**config.mk**
```make
export PLATFORM = sky130hd
export DESIGN_NAME = psw_divider
export DESIGN_NICKNAME = d
export VERILOG_FILES = /design/src/rtl/psw_pkg.sv /design/src/rtl/psw_cfg_latch.sv /design/src/rtl/psw_prescaler.sv /design/src/rtl/psw_swallow_ctr.sv /design/src/rtl/psw_main_ctr.sv /design/src/rtl/psw_divider.sv
export SDC_FILE = /design/constraint.sdc
export NUM_CORES = 1
export LEC_CHECK = 0
export ABC_CLOCK_PERIOD_IN_PS = 2500
export BUFFER_PORTS_ARGS = -buffer_cell sky130_fd_sc_hd__buf_2
export CORE_MARGIN = 5
export CORE_UTILIZATION = 30
export CTS_CLUSTER_DIAMETER = 80
export DETAILED_ROUTE_END_ITERATION = 10
export GPL_ROUTABILITY_DRIVEN = 1
export GPL_TIMING_DRIVEN = 0
export SETUP_SLACK_MARGIN = 0.1
export SYNTH_ARGS = -nofsm -noshare
export SYNTH_HDL_FRONTEND = slang
export SYNTH_SLANG_ARGS = --single-unit
```
**constraint.sdc**
```tcl
create_clock -name clk -period 2.5 [get_ports clk]
set_input_delay 0.25 -clock clk [delete_from_list [all_inputs] [get_ports clk]]
set_output_delay 0.25 -clock clk [all_outputs]
set_load 0.03 [all_outputs]
```
**src/rtl/psw_pkg.sv**
```systemverilog
package psw_pkg;

  // Prescaler modulus selection: base (2**A_W) or base + 1.
  typedef enum logic {
    MOD_BASE = 1'b0,
    MOD_EXT  = 1'b1
  } psw_mod_e;

endpackage

```
**src/rtl/psw_cfg_latch.sv**
```systemverilog
module psw_cfg_latch #(
  parameter int N_W   = 14,
  parameter int A_W   = 4,
  parameter int N_RST = 17,
  parameter int A_RST = 0
) (
  input  logic           clk,
  input  logic           rst,
  input  logic           boundary,
  input  logic [N_W-1:0] n_in,
  input  logic [A_W-1:0] a_in,
  output logic [N_W-1:0] n_next,
  output logic [A_W-1:0] a_next
);

  localparam logic [N_W-1:0] N_INIT = N_W'(N_RST);
  localparam logic [A_W-1:0] A_INIT = A_W'(A_RST);

  logic [N_W-1:0] n_act;
  logic [A_W-1:0] a_act;
  logic           pair_ok;

  // Accept a pair only when N strictly exceeds A.
  always_comb begin
    pair_ok = ({{(N_W-A_W){1'b0}}, a_in} < n_in);
    n_next  = pair_ok ? n_in : n_act;
    a_next  = pair_ok ? a_in : a_act;
  end

  always_ff @(posedge clk) begin
    if (rst) begin
      n_act <= N_INIT;
      a_act <= A_INIT;
    end else if (boundary) begin
      n_act <= n_next;
      a_act <= a_next;
    end
  end

  // the adopted pair is always legal
  a_r6_active_legal: assert property (@(posedge clk) disable iff (rst)
    ({{(N_W-A_W){1'b0}}, a_act} < n_act));

  // adopted pair moves only on a period boundary
  a_r5_hold_mid_period: assert property (@(posedge clk) disable iff (rst)
    !boundary |=> ($stable(n_act) && $stable(a_act)));

endmodule

```
**src/rtl/psw_prescaler.sv**
```systemverilog
module psw_prescaler
  import psw_pkg::*;
#(
  parameter int A_W = 4
) (
  input  logic         clk,
  input  logic         rst,
  input  logic         en,
  input  psw_mod_e     mode,
  output logic         wrap,
  output logic [A_W:0] cnt_o
);

  localparam int          BASE     = 1 << A_W;
  localparam logic [A_W:0] LAST_BASE = (A_W+1)'(BASE - 1);
  localparam logic [A_W:0] LAST_EXT  = (A_W+1)'(BASE);

  logic [A_W:0] cnt;
  logic [A_W:0] last;

  always_comb begin
    last = (mode == MOD_EXT) ? LAST_EXT : LAST_BASE;
    wrap = en && (cnt == last);
  end

  always_ff @(posedge clk) begin
    if (rst)       cnt <= '0;
    else if (wrap) cnt <= '0;
    else if (en)   cnt <= cnt + 1'b1;
  end

  assign cnt_o = cnt;

  // nothing advances while stopped
  a_r4_prescaler_frozen: assert property (@(posedge clk) disable iff (rst)
    !en |=> $stable(cnt));

  // count never goes past the extended modulus
  a_r7_cnt_in_range: assert property (@(posedge clk) disable iff (rst)
    cnt <= LAST_EXT);

endmodule

```
**src/rtl/psw_swallow_ctr.sv**
```systemverilog
module psw_swallow_ctr #(
  parameter int A_W   = 4,
  parameter int A_RST = 0
) (
  input  logic           clk,
  input  logic           rst,
  input  logic           tick,
  input  logic           boundary,
  input  logic [A_W-1:0] a_load,
  output logic           busy
);

  logic [A_W-1:0] cnt;

  always_ff @(posedge clk) begin
    if (rst)                         cnt <= A_W'(A_RST);
    else if (boundary)               cnt <= a_load;
    else if (tick && (cnt != '0))    cnt <= cnt - 1'b1;
  end

  assign busy = (cnt != '0);

  // once exhausted, stays exhausted until the next boundary
  a_r7_swallow_monotone: assert property (@(posedge clk) disable iff (rst)
    (!busy && !boundary) |=> !busy);

endmodule

```
**src/rtl/psw_main_ctr.sv**
```systemverilog
module psw_main_ctr #(
  parameter int N_W   = 14,
  parameter int N_RST = 17
) (
  input  logic           clk,
  input  logic           rst,
  input  logic           tick,
  input  logic [N_W-1:0] n_load,
  output logic           period_end
);

  logic [N_W-1:0] cnt;

  assign period_end = tick && (cnt == N_W'(1));

  always_ff @(posedge clk) begin
    if (rst)             cnt <= N_W'(N_RST);
    else if (period_end) cnt <= n_load;
    else if (tick)       cnt <= cnt - 1'b1;
  end

  // the main count never reaches zero
  a_r1_main_nonzero: assert property (@(posedge clk) disable iff (rst)
    cnt != '0);

endmodule

```
**src/rtl/psw_divider.sv**
```systemverilog
module psw_divider
  import psw_pkg::*;
#(
  parameter int N_W   = 14,
  parameter int A_W   = 4,
  parameter int N_RST = 17,
  parameter int A_RST = 0
) (
  input  logic           clk,
  input  logic           rst,
  input  logic           run_en,
  input  logic [N_W-1:0] n_set,
  input  logic [A_W-1:0] a_set,
  output logic           div_pulse
);

  localparam logic [A_W:0] EXT_TOP = (A_W+1)'(1 << A_W);

  logic           pre_wrap;
  logic [A_W:0]   pre_cnt;
  logic           swallow_busy;
  logic           boundary;
  logic [N_W-1:0] n_next;
  logic [A_W-1:0] a_next;
  psw_mod_e       mode;

  assign mode = swallow_busy ? MOD_EXT : MOD_BASE;

  psw_cfg_latch #(.N_W(N_W), .A_W(A_W), .N_RST(N_RST), .A_RST(A_RST)) u_cfg (
    .clk(clk), .rst(rst), .boundary(boundary),
    .n_in(n_set), .a_in(a_set), .n_next(n_next), .a_next(a_next)
  );

  psw_prescaler #(.A_W(A_W)) u_pre (
    .clk(clk), .rst(rst), .en(run_en), .mode(mode),
    .wrap(pre_wrap), .cnt_o(pre_cnt)
  );

  psw_swallow_ctr #(.A_W(A_W), .A_RST(A_RST)) u_swallow (
    .clk(clk), .rst(rst), .tick(pre_wrap), .boundary(boundary),
    .a_load(a_next), .busy(swallow_busy)
  );

  psw_main_ctr #(.N_W(N_W), .N_RST(N_RST)) u_main (
    .clk(clk), .rst(rst), .tick(pre_wrap), .n_load(n_next),
    .period_end(boundary)
  );

  always_ff @(posedge clk) begin
    if (rst) div_pulse <= 1'b0;
    else     div_pulse <= boundary;
  end

  // pulse is one cycle wide
  a_r3_one_wide: assert property (@(posedge clk) disable iff (rst)
    div_pulse |=> !div_pulse);

  // no pulse follows a stopped cycle
  a_r4_no_pulse_stopped: assert property (@(posedge clk) disable iff (rst)
    !run_en |=> !div_pulse);

  // extended modulus count is reached only while swallowing
  a_r7_ext_only_swallow: assert property (@(posedge clk) disable iff (rst)
    (pre_cnt == EXT_TOP) |-> swallow_busy);

  // a period ends only on a prescaler wrap
  a_r1_end_on_wrap: assert property (@(posedge clk) disable iff (rst)
    boundary |-> (pre_wrap && run_en));

endmodule

```
**Word level (Yosys, flattened, before mapping)**

Index checks and enable logic that the tools add are counted.

- Add/sub/neg operators: 3
- $lt $le $gt $ge: 1
- Eq/ne operators: 2
- Multiplexer cells: 8
- Reduce and logical (&&, ||, !) cells: 7

Operator list:

| cell | count |
|---|---|
| $mux 14 | 3 |
| $eq 14x1->1 const B | 1 |
| $lt 4x14->1 | 1 |
| $sub 14x1->14 const B | 1 |
| $mux 4 | 3 |
| $add 5x1->5 const B | 1 |
| $eq 5x5->1 | 1 |
| $mux 5 | 1 |
| $reduce_bool 2->1 | 2 |
| $reduce_bool 4->1 | 1 |
| $sub 4x1->4 const B | 1 |
| $logic_and 1x1->1 | 3 |
| $reduce_or 2->1 | 1 |
| $mux 1 | 1 |

- Flip-flop bits (word level): 42
- Bits of input ports: 21
- Logic and storage cells: 27

**Depth between registers and ports, before layout**

Gate-level depths: netlist of run 1.

- Depth in word-level cells: 8
- Mapped depth: 9
- Gate-level depth less buffers: 7

**Hierarchy**

A second synthesis of run 1 with hierarchy kept.

- Cells, all modules: 332
- Area total of the unflattened synthesis: 2753.9 um^2

Modules (own cells, without submodules):

| module | instances | cells each | area an instance (um^2) | sequential area each (um^2) |
|---|---|---|---|---|
| psw_cfg_latch | 1 | 142 | 1209.9 | 360.3 |
| psw_main_ctr | 1 | 127 | 969.7 | 280.3 |
| psw_prescaler | 1 | 32 | 284.0 | 100.1 |
| psw_swallow_ctr | 1 | 29 | 256.5 | 80.1 |
| psw_divider | 1 | 2 | 33.8 | 20.0 |

**Worst setup path before layout of run 1**

Ideal clock, no wire load.

- Path type: register -> register
- Start: reg u_swallow.cnt[0]
- End: reg u_main.cnt[9]
- Arrival: 2166 ps
- Data required time: 2368 ps
- Path slack: 202 ps
- Cell stages (with the launch flop): 8
- Path buffers: 0
- Cell sequence: dfxtp_1 > inv_1 > ha_1 > or3b_4 > or4_4 > a2111oi_2 > mux2i_1 > a21oi_1

- Cells in the longest elaborated chain, start to end: 7
- Elaborated cells between the ends (all ways): 8
- Classes of those cells: eq/ne (1); mux (3); reduce/logical (4)

Ends and longest elaborated chain:

| element | line | text |
|---|---|---|
| start, declared | psw_swallow_ctr.sv:13 | `logic [A_W-1:0] cnt;` |
| start signal, assigned | psw_swallow_ctr.sv:16 | `if (rst) cnt <= A_W'(A_RST);` |
| start signal, assigned | psw_swallow_ctr.sv:17 | `else if (boundary) cnt <= a_load;` |
| start signal, assigned | psw_swallow_ctr.sv:18 | `else if (tick && (cnt != '0)) cnt <= cnt - 1'b1;` |
| $reduce_bool 4->1 (*) | psw_swallow_ctr.sv:21 | `assign busy = (cnt != '0);` |
| $mux 1 (*) | psw_divider.sv:27 | `assign mode = swallow_busy ? MOD_EXT : MOD_BASE;` |
| $mux 5 (*) | psw_prescaler.sv:22 | `last = (mode == MOD_EXT) ? LAST_EXT : LAST_BASE;` |
| $eq 5x5->1 (*) | psw_prescaler.sv:23 | `wrap = en && (cnt == last);` |
| $logic_and 1x1->1 (*) | psw_prescaler.sv:23 |  |
| $logic_and 1x1->1 | psw_main_ctr.sv:14 | `assign period_end = tick && (cnt == N_W'(1));` |
| $mux 14 or $reduce_bool 2->1 (tied branches) | -- |  |
| end signal, assigned | psw_main_ctr.sv:17 | `if (rst) cnt <= N_W'(N_RST);` |
| end signal, assigned | psw_main_ctr.sv:18 | `else if (period_end) cnt <= n_load;` |
| end signal, assigned | psw_main_ctr.sv:19 | `else if (tick) cnt <= cnt - 1'b1;` |
| end, declared | psw_main_ctr.sv:12 | `logic [N_W-1:0] cnt;` |

Mark *: on every way between the ends. The rest lies on a longest branch, timed or not.
A chain may end at the register's enable or synchronous reset.

**Final worst setup path of run 1**

Same ends and word-level chain as after synthesis.

==> results of run 1 <==
[worst max-delay path: stages (launching register included)]
cell       delay, ns
dfxtp_2         0.34
inv_2           0.07
ha_4            0.14
or3b_4          0.42
or4_4           0.59
a2111oi_4       0.40
mux2i_1         0.25
a21oi_1         0.08
[area by class of cell]
cell class                      count  area (um^2)  share of cell area [%]
Buffer                             19          101                    3.42
Timing Repair Buffer               28          185                    6.26
Clock inverter                      1         7.51                   0.254
Inverter                           15         56.3                    1.90
Sequential cell                    42          843                    28.5
Multi-Input combinational cell    224         1570                    52.9
Clock buffer                        6         72.6                    2.45
Tap cell                          102          128                    4.31
[through the flow]
| stage | instances | total power, mW | setup TNS, ns |
|---|---|---|---|
| floorplan | 300 | 0.738 | 0 |
| global placement | 422 | 0.780 | -0.929 |
| detailed placement | 422 | 0.781 | -0.548 |
| CTS | 431 | 1.22 | 0 |
| global route | 437 | 1.25 | -0.0123 |
| finish | 437 | 1.21 | 0 |
[registers in the layout (all words and copies together) (netlist names)]
signal / cells
div_pulse: 1
u_cfg.a_act: 4
u_cfg.n_act: 14
u_main.cnt: 14
u_pre.cnt_o: 5
u_swallow.cnt: 4
[metal layers]
layer	up-vias	track usage, %
met1	1163	19.9
met5	-	0
met2	63	23.4
met4	0	6.41
met3	17	2.59
li1	1212	-
[logic make-up after synthesis]
logic type,Yosys count,synth area share [%]
multiplexers,3,1.25
buffers and inverters,34,5.66
adder cells (fa/ha/maj),7,3.64
XOR/XNOR,4,1.45
AO/OA/AOI/OAI,111,30.0
AND/OR/NAND/NOR,99,23.1
flip-flops,42,34.9
[synth_stat cells (all sizes together) (2+ instances only)]
library cell | number | area [um^2]
o21ai | 33 | 165
mux2i | 3 | 30.0
buf | 4 | 23.8
a211o | 3 | 26.3
or4 | 3 | 26.3
o211ai | 5 | 37.5
xor2 | 2 | 17.5
and2 | 2 | 12.5
nand3 | 10 | 50.1
o21a | 2 | 15.0
a31oi | 8 | 50.1
or3 | 4 | 25.0
and4 | 11 | 96.3
nand4 | 7 | 43.8
xnor2 | 2 | 17.5
a211oi | 9 | 80.1
and3 | 2 | 12.5
o31ai | 3 | 22.5
ha | 7 | 87.6
dfxtp | 42 | 841
a2111oi | 2 | 30.0
nor2 | 11 | 41.3
o32ai | 3 | 26.3
nor4 | 8 | 62.6
nor3 | 12 | 60.1
a21oi | 30 | 150
o31a | 4 | 35.0
inv | 15 | 56.3
nand2 | 25 | 93.8
clkbuf | 15 | 56.3
[timing repair]
action / CTS / global route
setup buffers: 1 / 5
pin swaps: 3 / 17
gates cloned: 1 / 1
gates resized for setup: 19 / 31
endpoints found under the setup margin: 33 / 35
[worst paths after layout]
path,cells after the start,endpoint,from,slack [ns]
worst max register to register,7,u_main.cnt[9],u_swallow.cnt[0],0.07
worst min register to register,2,u_cfg.a_act[0],u_cfg.a_act[0],0.46
worst max-delay path,7,u_main.cnt[9],u_swallow.cnt[0],0.07
worst min-delay path,3,u_cfg.n_act[1],n_set[1],0.20
[power by group through the flow]
stage | sequential (mW) | combinational (mW) | clock [mW]
final | 0.675 | 0.0936 | 0.444
after global routing | 0.676 | 0.102 | 0.471
after CTS | 0.675 | 0.0901 | 0.450
after detailed placement | 0.691 | 0.0895 | 0
after global placement | 0.691 | 0.0889 | 0
after floorplan | 0.691 | 0.0477 | 0
==> qor.txt, run 1 <==
status: finished, final reports clean
clock root cell: clkbuf_8
met2 wire len: 3.54 mm
peak supply drop: 0.000182 V
Tcrit/Tclk final: 97.4%
commonest cells after routing, fill and taps aside: dfxtp_1, o21ai_0, a21oi_1
CP Class: flip-flop to flip-flop
power density over the cells: 410 nW/um^2
Worst-Margin Slew: 0.651 ns
Slew Viols, Final: 0
Placement Cell Area: 2640 um^2
wire length of the first global-routing pass: 11.9 mm
GRT Util Overall: 14.8%
CP Capture Type: flip-flop
fin crit period: 2.43 ns
DIE HEIGHT: 99.6 um
clock sink total: 42
Switch Pwr: 318 uW
CTS H-Tree Depth: 2
Worst-Skew Late Latency: 0.31 ns
worst rel slew slack: 56.3%
largest net degree at the start of global routing: 13
post-DP HPWL: 5.16 mm
CP arrival: 2.60 ns
core area: 7770 um^2
Detail Route met3 WL: 361 um
Post-synth EDFFs: 0
vias in the first global route: 2409
# port buffers: 20
clock share of power: 36.6%
post-route cell area: 2960 um^2
Post-Syn Instances: 300
post-synthesis cell area: 2410 um^2
leakage: 0.961 nW
RSZ-0062 raised after global routing: yes
Distinct cells, synth: 49
Async SR Flop Fraction: 0%
GPL Wtd Cong: 0.896
most common cell after layout, fill and taps aside: dfxtp_1
NumNets Final: 363
clk slew on worst S/H paths: 0.09 ns
setup violators final: 0
CP Launch Type: flip-flop
Final Hold Fails: 0
sequential fraction of design power: 55.7%
hold_ws: 0.199 ns
hold_buf cts: 0
Routed met1 length: 3.55 mm
Comb pwr share: 7.7%
vias per cell: 5.62
Initial Util: 31.0%
syn avg cell area: 8.03 um^2
CTS buffer count: 5
Max-cap violations: 0
post-route ant nets: 0
grt ovf: 0
Final Util: 38.1%
row cnt: 32
Die Width: 99.6 um
Syn-to-layout area delta: 22.9%
Fmax: 411 MHz
worst slack at placement: -0.0542 ns
Required @ worst endpoint: 2.66 ns
final worst slack: 0.0658 ns
Via Count: 2455
Hold Path Class: primary input to flip-flop
internal cell power: 895 uW
Post-Syn Nets: 328
switching share of power: 26.2%
initial antenna violation count: 0
top sig layer: met4
Yosys reg bits: 42
Diodes inserted: 0
Fin Clk Skew: 0.00975 ns
post-synthesis sequential area ratio: 34.9%
layout cells sized above 1: 21.8%
Pre-antenna DRT Iters: 5
routed length per instance: 17.4 um
YS warnings: 0
I/O Pins: 22
1st-iter DRT viols: 172
critical path fanouts, max: 5
total routed wirelength: 7.62 mm
die area: 9920 um^2
drt drc: 0
Synth Flop Type: dfxtp_1
Fill cells: 810
TritonCTS clock tree: done
clock buffer depth: 2
Note: power is estimated with default switching activity, not from simulation.
==> run 2, diff against run 1 <==
--- a/config.mk
+++ b/config.mk
@@ -5,7 +5,7 @@
 export SDC_FILE = /design/constraint.sdc
 export NUM_CORES = 1
 export LEC_CHECK = 0
-export ABC_CLOCK_PERIOD_IN_PS = 2500
+export ABC_CLOCK_PERIOD_IN_PS = 3100
 export BUFFER_PORTS_ARGS = -buffer_cell sky130_fd_sc_hd__buf_2
 export CORE_MARGIN = 5
 export CORE_UTILIZATION = 30
==> constraint.sdc (replaced) <==
create_clock -name clk -period 3.1 [get_ports clk]
set_input_delay 0.155 -clock clk [delete_from_list [all_inputs] [get_ports clk]]
set_output_delay 0.155 -clock clk [all_outputs]
set_load 0.03 [all_outputs]
==> qor.txt, run 2 (synthesized netlist as in run 1, its figures left out) <==
status: finished, final reports clean
Worst-Margin Slew: 0.836 ns (+0.186 ns)
DIE HEIGHT: 99.6 um (unchanged)
Die Width: 99.6 um (unchanged)
post-DP HPWL: 5.16 mm (unchanged)
wire length of the first global-routing pass: 11.5 mm (-3.4%)
Post-CTS Setup Repair Bufs: 0 (-1)
Syn-to-layout area delta: 12.8%
setup violators final: 0 (unchanged)
clk slew on worst S/H paths: 0.08 ns (about the same)
sequential fraction of design power: 55.9% (+0.2 points)
# port buffers: 20 (unchanged)
drt drc: 0 (unchanged)
hold_ws: 0.114 ns (-0.0848 ns)
Comb pwr share: 7.5% (-0.2 points)
TritonCTS clock tree: done
clock sink total: 42 (unchanged)
I/O Pins: 22 (unchanged)
Switch Pwr: 252 uW (-21%)
clock root cell: clkbuf_8
RSZ-0062 raised after global routing: no
vias per cell: 5.63 (+0.29%)
most common cell after layout, fill and taps aside: dfxtp_1
CP Capture Type: flip-flop
GPL Wtd Cong: 0.896 (unchanged)
1st-iter DRT viols: 128 (-26%)
Worst-Skew Late Latency: 0.30 ns (about the same)
final worst slack: 0.466 ns (+0.400 ns)
internal cell power: 722 uW (-19%)
row cnt: 32 (unchanged)
grt ovf: 0 (unchanged)
Required @ worst endpoint: 3.27 ns (+0.61 ns)
Fin Clk Skew: 0.00470 ns (-0.00505 ns)
Placement Cell Area: 2640 um^2 (unchanged)
worst rel slew slack: 43.7% (-13 points)
die area: 9920 um^2 (unchanged)
leakage: 0.878 nW (-8.6%)
initial antenna violation count: 0 (unchanged)
CTS buffer count: 5 (unchanged)
routed length per instance: 16.3 um (-6.6%)
layout cells sized above 1: 11.0% (-11 points)
hold_buf cts: 0 (unchanged)
fin crit period: 2.63 ns (+0.200 ns)
switching share of power: 25.9% (-0.31 points)
post-route cell area: 2720 um^2 (-8.2%)
Total Power: 974 uW (-20%)
Final Hold Fails: 0 (unchanged)
GRT Util Overall: 14.4% (-0.47 points)
Tcrit/Tclk final: 85.0% (-12 points)
Initial Util: 31.0% (unchanged)
Max-cap violations: 0 (unchanged)
clock buffer depth: 2 (unchanged)
core area: 7770 um^2 (unchanged)
total routed wirelength: 6.98 mm (-8.3%)
post-CTS sizing: 0 (-19)
CP Launch Type: flip-flop
commonest cells after routing, fill and taps aside: dfxtp_1, o21ai_0, a21oi_1
CTS H-Tree Depth: 2 (unchanged)
NumNets Final: 355 (-2.2%)
worst slack at placement: 0.546 ns (+0.600 ns)
Slew Viols, Final: 0 (unchanged)
post-route ant nets: 0 (unchanged)
power density over the cells: 359 nW/um^2 (-13%)
Post-Place Cells: 422 (unchanged)
Post-Layout Cell Count: 429 (-1.8%)
vias in the first global route: 2330 (-3.3%)
Final Util: 35.0% (-3.1 points)
Fmax: 380 MHz (-7.6%)
Setup TNS: 0 ns (unchanged)
CP Class: flip-flop to flip-flop
CP arrival: 2.80 ns (+0.20 ns)
Pre-antenna DRT Iters: 4 (-1)
clock share of power: 36.6% (about the same)
critical path fanouts, max: 10 (+5)
Hold Path Class: primary input to flip-flop
Diodes inserted: 0 (unchanged)
peak supply drop: 0.000147 V (-19%)
largest net degree at the start of global routing: 13 (unchanged)
Via Count: 2417 (-1.5%)
run 2: metal layers:
layer  GRT usage, %  vias to the layer above  wire length (um)
met3           2.88                       10               499
met5              0                        -                 0
li1               -                     1201                 -
met2           22.2                       75              3160
met1           19.5                     1131              3200
met4           6.09                        0               126
run 2: power by group through the flow:
stage / logic, mW / clock network (mW) / registers (mW)
final: 0.0727 / 0.357 / 0.545
after global routing: 0.0803 / 0.381 / 0.545
after CTS: 0.0725 / 0.363 / 0.545
after detailed placement: 0.0721 / 0 / 0.557
after global placement: 0.0717 / 0 / 0.557
after floorplan: 0.0385 / 0 / 0.557
run 2: final cells by class:
type                    instances  area [um^2]
fillers                       821         5050
multi-input cells             224         1430
flip-flops and latches         42          841
well taps                     102          128
repair buffers                 20          100
plain buffers                  19         80.1
clock buffers                   6         72.6
inverters                      15         56.3
clock inverters                 1         7.51
run 2: final timing paths:
kind                   from              end  slack (ns)  cells past startpoint
min               n_set[11]  u_cfg.n_act[11]        0.11                      3
min reg2reg  u_cfg.a_act[0]   u_cfg.a_act[0]        0.47                      2
max          u_main.cnt[11]    u_main.cnt[1]        0.47                      7
max reg2reg  u_main.cnt[11]    u_main.cnt[1]        0.47                      7
run 2: critical path, stage by stage (launching register included):
cell      delay, ns
dfxtp_1        0.36
nor4_1         0.43
and3_1         0.21
clkbuf_1       0.30
nand2_1        0.21
clkbuf_1       0.34
a211oi_1       0.47
o32ai_1        0.17
==> run 3, diff against run 2 <==
--- a/config.mk
+++ b/config.mk
@@ -5,7 +5,7 @@
 export SDC_FILE = /design/constraint.sdc
 export NUM_CORES = 1
 export LEC_CHECK = 0
-export ABC_CLOCK_PERIOD_IN_PS = 3100
+export ABC_CLOCK_PERIOD_IN_PS = 2100
 export BUFFER_PORTS_ARGS = -buffer_cell sky130_fd_sc_hd__buf_2
 export CORE_MARGIN = 5
 export CORE_UTILIZATION = 30
==> constraint.sdc (replaced) <==
create_clock -name clk -period 2.1 [get_ports clk]
set_input_delay 0.105 -clock clk [delete_from_list [all_inputs] [get_ports clk]]
set_output_delay 0.105 -clock clk [all_outputs]
set_load 0.03 [all_outputs]
==> qor.txt, run 3 (synthesized netlist as in run 1, its figures left out) <==
status: finished, violations left
failing checks: negative setup slack
flop-to-flop setup slack: -0.27 ns (-0.73 ns)
largest net degree at the start of global routing: 16 (+3)
TritonCTS clock tree: done
GRT Util Overall: 16.1% (+1.7 points)
fin crit period: 2.37 ns (-0.266 ns)
Die Width: 99.6 um (unchanged)
Via Count: 2560 (+5.9%)
Hold Path Origin: n_set[11]
CP Class: flip-flop to flip-flop
power density over the cells: 448 nW/um^2 (+25%)
Worst path max stage delay: 0.56 ns (+0.09 ns)
vias per cell: 5.63 (-0.14%)
peak supply drop: 0.000220 V (+50%)
RSZ-0062 raised after global routing: yes
Post-Place Cells: 422 (unchanged)
Fmax: 422 MHz (+11%)
Max-cap violations: 0 (unchanged)
initial antenna violation count: 0 (unchanged)
hold path depth: 3 (unchanged)
R2R depth: 8 (+1)
routed length per instance: 17.5 um (+7.3%)
Fin Clk Skew: 0.00990 ns (+0.00520 ns)
most common cell after layout, fill and taps aside: dfxtp_1
# port buffers: 20 (unchanged)
Fill cells: 821 (unchanged)
Total Power: 1.48 mW (+52%)
Post-Layout Cell Count: 455 (+6.1%)
Final Hold Fails: 0 (unchanged)
GPL Wtd Cong: 0.889 (-0.80%)
Placement Cell Area: 2720 um^2 (+3.1%)
NumNets Final: 380 (+7.0%)
core area: 7770 um^2 (unchanged)
worst rel slew slack: 36.5% (-7.2 points)
Initial Util: 31.0% (unchanged)
drt drc: 0 (unchanged)
setup violators final: 40 (+40)
clock sink total: 42 (unchanged)
leakage: 1.11 nW (+26%)
post-DP HPWL: 5.29 mm (+2.5%)
Worst-Skew Late Latency: 0.31 ns (about the same)
row cnt: 32 (unchanged)
clk slew on worst S/H paths: 0.09 ns (about the same)
wire length of the first global-routing pass: 12.8 mm (+11%)
1st-iter DRT viols: 115 (-10%)
CP arrival: 2.54 ns (-0.26 ns)
post-route cell area: 3310 um^2 (+22%)
WHS Endpoint: u_cfg.n_act[11]
CP Capture Type: flip-flop
CTS buffer count: 5 (unchanged)
CTS H-Tree Depth: 2 (unchanged)
DIE HEIGHT: 99.6 um (unchanged)
die area: 9920 um^2 (unchanged)
Required @ worst endpoint: 2.27 ns (-1.00 ns)
clock buffer depth: 2 (unchanged)
vias in the first global route: 2527 (+8.5%)
Slew Viols, Final: 0 (unchanged)
critical path fanouts, max: 4 (-6)
I/O Pins: 22 (unchanged)
Pre-antenna DRT Iters: 4 (unchanged)
Worst R2R End: u_main.cnt[12]
R2R Path Start: u_swallow.cnt[0]
Tcrit/Tclk final: 113% (+28 points)
post-route ant nets: 0 (unchanged)
layout cells sized above 1: 33.7% (+23 points)
Worst-Margin Slew: 0.943 ns (+0.107 ns)
Final Util: 42.6% (+7.7 points)
final worst slack: -0.268 ns (-0.734 ns)
Hold Path Class: primary input to flip-flop
clock root cell: clkbuf_8
CP Cell Sequence: inv_2, ha_4, or3b_4, or4_4, buf_4, a2111oi_4, mux2i_1, a21oi_1
grt ovf: 0 (unchanged)
CP Launch Type: flip-flop
Diodes inserted: 0 (unchanged)
crit path max-delay cell type: or4_4
total routed wirelength: 7.95 mm (+14%)
commonest cells after routing, fill and taps aside: dfxtp_1, a21oi_1, buf_2
Syn-to-layout area delta: 37.5%
[run 3: cell types whose count changed in the layout (fill, tap and decap cells not counted), sizes merged]
| cell | delta |
|---|---|
| clkbuf | -2 |
| inv | +1 |
| clkinvlp | +1 |
| buf | +26 |
[run 3: report_power, final]
part / switching, mW / internal [mW] / total (mW)
Sequential: 0.00451 / 0.800 / 0.804
Combinational: 0.0814 / 0.0380 / 0.119
Clock: 0.322 / 0.238 / 0.561
Total: 0.408 / 1.08 / 1.48
[run 3: routing by layer]
| layer | GRT usage, % | part of all wire [%] | wire length, um |
|---|---|---|---|
| met1 | 20.7 | 44 | 3470 |
| met2 | 27.6 | 50 | 3960 |
| met3 | 2.88 | 4.8 | 379 |
| met4 | 4.20 | 1.6 | 127 |
| met5 | 0 | 0 | 0 |
[run 3: worst max path at each step]
stage                     start  slack [ns]             end  cells after the start
2_1_floorplan  u_swallow.cnt[1]       -0.11  u_main.cnt[11]                      8
3_3_place_gp     u_main.cnt[11]       -0.45   u_main.cnt[3]                      7
3_5_place_dp     u_main.cnt[11]       -0.46   u_main.cnt[1]                      7
4_1_cts        u_swallow.cnt[1]       -0.25   u_main.cnt[9]                      8
5_1_grt        u_swallow.cnt[1]       -0.36   u_main.cnt[9]                      8
6_report       u_swallow.cnt[0]       -0.27  u_main.cnt[12]                      8
[run 3: critical path, delay by kind of cell, from the launching register on]
| kind | cells | cell delay (ns) |
|---|---|---|
| mux | 1 | 0.23 |
| flops | 1 | 0.33 |
| fa+ha+maj | 1 | 0.12 |
| buf+inv | 2 | 0.24 |
| compound gates | 2 | 0.36 |
| simple gates | 2 | 0.95 |
[run 3: area by class of cell]
| class | count | area (um^2) | share of cell area, % |
|---|---|---|---|
| Clock buffer | 5 | 68.8 | 2.08 |
| Clock inverter | 3 | 23.8 | 0.718 |
| Sequential cell | 42 | 843 | 25.5 |
| Inverter | 15 | 56.3 | 1.70 |
| Timing Repair Buffer | 45 | 344 | 10.4 |
| Multi-Input combinational cell | 224 | 1720 | 52.0 |
| Tap cell | 102 | 128 | 3.85 |
| Buffer | 19 | 126 | 3.82 |
[run 3: what timing repair did]
item,in CTS,in global routing
resized for setup,42,40
setup buffers,16,6
pin swaps,15,23
setup endpoints to repair,42,42
gates cloned,3,1
hold buffers,0,0
[run 3: per-stage QoR]
step / TNS, ns / worst slack [ns] / hold WS (ns)
after floorplan: -2.02 / -0.111 / 0.241
after global placement: -11.45 / -0.447 / 0.377
after detailed placement: -11.95 / -0.461 / 0.385
after CTS: -5.75 / -0.246 / 0.0496
after global routing: -10.26 / -0.365 / 0.0606
final: -7.13 / -0.268 / 0.0619
